--- src/rtl/hs_pkg.sv ---
package hs_pkg;
    typedef enum logic [1:0] {
        TX_IDLE,
        TX_SETUP,
        TX_WAIT_LO,
        TX_WAIT_HI
    } tx_state_t;

    typedef enum logic [1:0] {
        RX_IDLE,
        RX_FULL,
        RX_WAIT_DAV
    } rx_state_t;
endpackage

--- src/rtl/hs_sync.sv ---
module hs_sync #(
    parameter int   STAGES  = 2,
    parameter logic RST_VAL = 1'b1
) (
    input  logic clk,
    input  logic rst_n,
    input  logic d,
    output logic q
);
    logic [STAGES-1:0] pipe;

    generate
        for (genvar i = 0; i < STAGES; i++) begin : g_stage
            always_ff @(posedge clk or negedge rst_n) begin
                if (!rst_n) begin
                    pipe[i] <= RST_VAL;
                end else begin
                    pipe[i] <= (i == 0) ? d : pipe[(i == 0) ? 0 : i-1];
                end
            end
        end
    endgenerate

    assign q = pipe[STAGES-1];
endmodule

--- src/rtl/hs_tx_fsm.sv ---
module hs_tx_fsm
    import hs_pkg::*;
#(
    parameter int DATA_W = 8
) (
    input  logic              clk,
    input  logic              rst_n,
    input  logic              enable,
    input  logic [DATA_W-1:0] tx_data,
    input  logic              tx_valid,
    output logic              tx_ready,
    input  logic              rdy_s,
    output logic [DATA_W-1:0] pin_dout,
    output logic              dav_n
);
    tx_state_t         state_q, state_d;
    logic [DATA_W-1:0] data_q;
    logic              accept;

    assign accept = tx_valid && tx_ready;

    always_ff @(posedge clk or negedge rst_n) begin
        if (!rst_n) begin
            state_q <= TX_IDLE;
            data_q  <= '0;
        end else begin
            state_q <= state_d;
            if (accept) data_q <= tx_data;
        end
    end

    always_comb begin
        state_d = state_q;
        unique case (state_q)
            TX_IDLE:    if (accept) state_d = TX_SETUP;
            TX_SETUP:   state_d = TX_WAIT_LO;
            TX_WAIT_LO: if (!rdy_s) state_d = TX_WAIT_HI;
            TX_WAIT_HI: if (rdy_s) state_d = TX_IDLE;
            default:    state_d = TX_IDLE;
        endcase
    end

    always_comb begin
        tx_ready = 1'b0;
        dav_n    = 1'b1;
        unique case (state_q)
            TX_IDLE:    tx_ready = enable && rdy_s;
            TX_SETUP:   dav_n = 1'b1;
            TX_WAIT_LO: dav_n = 1'b0;
            TX_WAIT_HI: dav_n = 1'b1;
            default:    dav_n = 1'b1;
        endcase
    end

    assign pin_dout = data_q;

    assert_setup_before_dav_R3: assert property (@(posedge clk) disable iff (!rst_n)
        $fell(dav_n) |-> $stable(pin_dout));

    assert_data_stable_low_R6: assert property (@(posedge clk) disable iff (!rst_n)
        (!dav_n && $past(!dav_n)) |-> $stable(pin_dout));
endmodule

--- src/rtl/hs_rx_fsm.sv ---
module hs_rx_fsm
    import hs_pkg::*;
#(
    parameter int DATA_W = 8
) (
    input  logic              clk,
    input  logic              rst_n,
    input  logic              enable,
    input  logic [DATA_W-1:0] pin_din,
    input  logic              dav_s,
    output logic [DATA_W-1:0] rx_data,
    output logic              rx_valid,
    input  logic              rx_ready,
    output logic              rdy
);
    rx_state_t         state_q, state_d;
    logic [DATA_W-1:0] data_q;
    logic              dav_prev;
    logic              dav_fall;

    assign dav_fall = dav_prev && !dav_s;

    always_ff @(posedge clk or negedge rst_n) begin
        if (!rst_n) begin
            state_q  <= RX_IDLE;
            data_q   <= '0;
            dav_prev <= 1'b1;
        end else begin
            state_q  <= state_d;
            dav_prev <= dav_s;
            if (state_q == RX_IDLE && enable && dav_fall) data_q <= pin_din;
        end
    end

    always_comb begin
        state_d = state_q;
        unique case (state_q)
            RX_IDLE:     if (enable && dav_fall) state_d = RX_FULL;
            RX_FULL:     if (rx_ready) state_d = dav_s ? RX_IDLE : RX_WAIT_DAV;
            RX_WAIT_DAV: if (dav_s) state_d = RX_IDLE;
            default:     state_d = RX_IDLE;
        endcase
    end

    always_comb begin
        rdy      = 1'b1;
        rx_valid = 1'b0;
        unique case (state_q)
            RX_IDLE:     rdy = 1'b1;
            RX_FULL:     begin rdy = 1'b0; rx_valid = 1'b1; end
            RX_WAIT_DAV: rdy = 1'b0;
            default:     rdy = 1'b1;
        endcase
    end

    assign rx_data = data_q;

    assert_latch_on_fall_R7: assert property (@(posedge clk) disable iff (!rst_n)
        $fell(rdy) |-> (rx_data == $past(pin_din)));

    assert_hold_until_taken_R8: assert property (@(posedge clk) disable iff (!rst_n)
        (rx_valid && !rx_ready) |=> (rx_valid && !rdy && $stable(rx_data)));

    assert_rdy_after_dav_R9: assert property (@(posedge clk) disable iff (!rst_n)
        $rose(rdy) |-> dav_s);

    assert_single_delivery_R12: assert property (@(posedge clk) disable iff (!rst_n)
        (rx_valid && rx_ready) |=> !rx_valid);
endmodule

--- src/rtl/hs_port_ctrl.sv ---
module hs_port_ctrl #(
    parameter int DATA_W      = 8,
    parameter int SYNC_STAGES = 2
) (
    input  logic              clk,
    input  logic              rst_n,
    input  logic              dir_out,
    input  logic [DATA_W-1:0] tx_data,
    input  logic              tx_valid,
    output logic              tx_ready,
    output logic [DATA_W-1:0] rx_data,
    output logic              rx_valid,
    input  logic              rx_ready,
    input  logic [DATA_W-1:0] pin_din,
    output logic [DATA_W-1:0] pin_dout,
    output logic              pin_oe,
    input  logic              dav_n_in,
    output logic              dav_n_out,
    input  logic              rdy_in,
    output logic              rdy_out
);
    logic dav_s;
    logic rdy_s;

    hs_sync #(.STAGES(SYNC_STAGES), .RST_VAL(1'b1)) u_sync_dav (
        .clk(clk), .rst_n(rst_n), .d(dav_n_in), .q(dav_s)
    );

    hs_sync #(.STAGES(SYNC_STAGES), .RST_VAL(1'b1)) u_sync_rdy (
        .clk(clk), .rst_n(rst_n), .d(rdy_in), .q(rdy_s)
    );

    hs_tx_fsm #(.DATA_W(DATA_W)) u_tx (
        .clk(clk), .rst_n(rst_n), .enable(dir_out),
        .tx_data(tx_data), .tx_valid(tx_valid), .tx_ready(tx_ready),
        .rdy_s(rdy_s), .pin_dout(pin_dout), .dav_n(dav_n_out)
    );

    hs_rx_fsm #(.DATA_W(DATA_W)) u_rx (
        .clk(clk), .rst_n(rst_n), .enable(!dir_out),
        .pin_din(pin_din), .dav_s(dav_s),
        .rx_data(rx_data), .rx_valid(rx_valid), .rx_ready(rx_ready),
        .rdy(rdy_out)
    );

    assign pin_oe = dir_out;

    assert_input_mode_quiet_R10: assert property (@(posedge clk) disable iff (!rst_n)
        !dir_out |-> (dav_n_out && !tx_ready));

    assert_output_mode_quiet_R10: assert property (@(posedge clk) disable iff (!rst_n)
        dir_out |-> (rdy_out && !rx_valid));
endmodule

--- config.mk ---
export PLATFORM = sky130hd
export DESIGN_NAME = hs_port_ctrl
export DESIGN_NICKNAME = d
export VERILOG_FILES = /design/src/rtl/hs_pkg.sv /design/src/rtl/hs_sync.sv /design/src/rtl/hs_tx_fsm.sv /design/src/rtl/hs_rx_fsm.sv /design/src/rtl/hs_port_ctrl.sv
export SDC_FILE = /design/constraint.sdc
export NUM_CORES = 1
export LEC_CHECK = 0
export BUFFER_PORTS_ARGS = -buffer_cell sky130_fd_sc_hd__buf_2
export CAP_MARGIN = 40
export CORE_ASPECT_RATIO = 0.7
export CORE_MARGIN = 2
export CORE_UTILIZATION = 40
export DETAILED_ROUTE_END_ITERATION = 8
export HOLD_SLACK_MARGIN = 0.08
export PLACE_DENSITY = 0.69
export SYNTH_ARGS = -nofsm -noshare
export SYNTH_HDL_FRONTEND = slang
export SYNTH_SLANG_ARGS = --single-unit
--- constraint.sdc ---
create_clock -name clk -period 2.3 [get_ports clk]
set_clock_uncertainty 0.2 [all_clocks]
set_input_delay 0.575 -clock clk [delete_from_list [all_inputs] [get_ports clk]]
set_output_delay 0.575 -clock clk [all_outputs]
set_load 0.01 [all_outputs]
==> results.md <==
* Layout cells sized above 1 at 62.4%
* R2R Setup Slk at 350 ps
* CTS tree: yes
* Design Area, Final at 1350 sq um
* Yosys cell types at 17
* Post-Syn Instances at 70
* Synth area leaders: dfrtp_1, mux2_2, dfstp_2
* CP Launch Type: flop
* Synth Area in Compound Gates at 2.74%
* Total power at 1.69 mW
* Measured slew at the worst slew-check pin at 521 ps
* Synthesized Nets at 100
* Dpl hpwl at 1.48 mm
* Core area at 2480 sq um
* Critical path arrival at 1270 ps
* CTS Buffer Depth at 2
* Routability Congestion at 0.648
* First-pass GRT wire length at 2.90 mm
* Clock transition at path regs at 80 ps
* Reg area at 632 sq um
* Congestion Overflow GR at 0
* Status: finished, final reports clean
* Share of the synthesized area in the top cell type at 47.7%
* DRC at 0
* Std cell rows at 15
* Final ANT Viol Nets at 0
* Final setup violation count at 0
* Synth Warn # at 0
* Peak Freq at 0.489 GHz
* Die width at 65.2 microns
* Post-synthesis xor/xnor area fraction at 0%
* I/O pin count at 44
* CTS Sinks at 25
* Mapped cell area at 1050 sq um
* Antenna cells at 0
* Seq/Total Area, Yosys at 60.2%
* H-tree depth at 1
* IO buf count at 43
* Vias in the first global route at 700
* 1st-iter DRT viols at 9
* Post-DP Area at 1310 sq um
* Largest net degree at the start of global routing at 26
* # Post-CTS Setup Buffers at 0
* Gr usage total at 13.4%
* First-pass DRT Iterations at 4
* Final Cycle Share at 88.8%
* Adder-Cell Fraction of Synth Area at 8.34%
* Simple-Gate Fraction of Synth Area at 4.53%
* Hold Crit Class: input port to async pin
* Worst ir drop on vdd at 678 uV
* Critical R2R Capture: u_rx.state_q[0]$_DFFE_PN0P_
* Crit path launch: u_tx.state_q[0]$_DFFE_PN0P_
* CTS-repair resized insts at 0
* Crit Path Category: flop to primary output
* Clk_lat worst skew at 270 ps
* CTS buffer count at 3
* Pwr/cell area at 1250 nW/um^2
* Async S/R FF share, synth at 100%
* Yosys top cell by area: dfrtp_1
* Max transition margin at 65.3%
* Layout fillers at 225
* Final Net Count at 148
* Synth cell count leaders: dfrtp_1, mux2_2, inv_1
* Antenna violations before repair at 0
* Multi-input gate area at 377 sq um
* Die Y at 46.9 microns
* Final setup TNS at 0 ps
* Final Core Density at 54.6%
* Pins over their slew limit at 0
* Via count at 719
* Max cap viols at 0
* LEAKAGE at 0.697 nW
* Top FF cell, synth: dfrtp_1
* Die area at 3060 sq um
* Yosys reg bits at 25
* Mux cell area share after synthesis at 20.3%
* Largest family of logic cells by synthesized area: multiplexers
* Min Hold Slack at 73.3 ps
* WL/cell at 12.3 microns
* Post-synth EDFFs at 0
* Most frequent cell after synthesis: dfrtp_1
* Initial Utilization at 42.4%
* Crit path capture type: primary output
* Crit Path Max Fanout at 4
* Min cycle time layout at 2040 ps
* Clk root buf: clkbuf_8
* Mean Syn Cell Area at 15.0 sq um
* Vias/cell at 4.76
* Area Growth Syn to Fin at 28.8%
* Cts hold-fix bufs at 0
* Final Hold Viols at 0
* WL final at 1.86 mm
* R2r worst-path depth at 3
* RSZ-0062 raised after global routing: no
* R2R Path Start: u_rx.dav_prev$_DFF_PN1_
* CP Data Required Time at 1520 ps
## metal layers
metal / up-vias / part of all wire [%] / track usage (%)
met1: 356 / 40 / 14.5
met4: 0 / 2.9 / 8.75
li1: 333 / - / -
met3: 6 / 7.2 / 5.76
met2: 24 / 50 / 22.4
met5: - / 0 / 0
## placed cells by master, fill, tap and decap left out
master    count
dfstp_2       5
nand2_1       1
buf_2        43
clkbuf_8      3
dfrtp_1      20
buf_4         1
nor2_2        1
nand4_2       1
inv_1         9
clkbuf_1      1
mux2_2       17
nor2b_1       1
a221oi_1      1
o32a_1        1
ha_1          7
or3b_4        1
and3_2        1
mux2_1        1
a222oi_1      1
mux2i_1       1
## metrics by stage
stage / cells / worst slack, ps
final: 151 / 257
after global routing: 151 / 190
after CTS: 151 / 234
after detailed placement: 147 / 117
after global placement: 147 / 165
after floorplan: 70 / 328
## worst max path at each step
stage / end
5_1_grt: tx_ready
2_1_floorplan: u_rx.state_q[0]$_DFFE_PN0P_
4_1_cts: tx_ready
3_5_place_dp: u_rx.state_q[0]$_DFFE_PN0P_
6_report: tx_ready
3_3_place_gp: u_rx.rx_data[3]$_DFFE_PN0P_
## cell families after synthesis
kind of cell | after synthesis
buf+inv | 10
mux | 19
flops | 25
simple gates | 6
fa+ha+maj | 7
compound gates | 3
## area by class of cell
| type | instances | area share [%] |
|---|---|---|
| clock buffer | 4 | 3.33 |
| inverter | 9 | 2.50 |
| multi-input combinational | 35 | 27.8 |
| sequential | 25 | 46.7 |
| tap | 34 | 3.15 |
| timing repair buffer | 44 | 16.5 |
## power breakdown
part	total (mW)	internal, mW	switching, mW
logic	0.723	0.374	0.348
registers	0.721	0.626	0.0955
clock network	0.250	0.124	0.126
total	1.69	1.12	0.570
## sequential cells by signal, summed over array words and instances, names as in the netlist
name / cells
u_sync_dav.pipe: 1
u_rx.rx_data: 8
u_sync_rdy.pipe: 1
u_sync_rdy.q: 1
u_sync_dav.q: 1
u_rx.state_q: 2
u_tx.pin_dout: 8
u_tx.state_q: 2
u_rx.dav_prev: 1
## critical path: stages (launching register included)
cell	delay, ps
dfrtp_1	400
inv_1	80
ha_1	220
and3_2	180
buf_2	120
(Power assumes the default switching activity.)
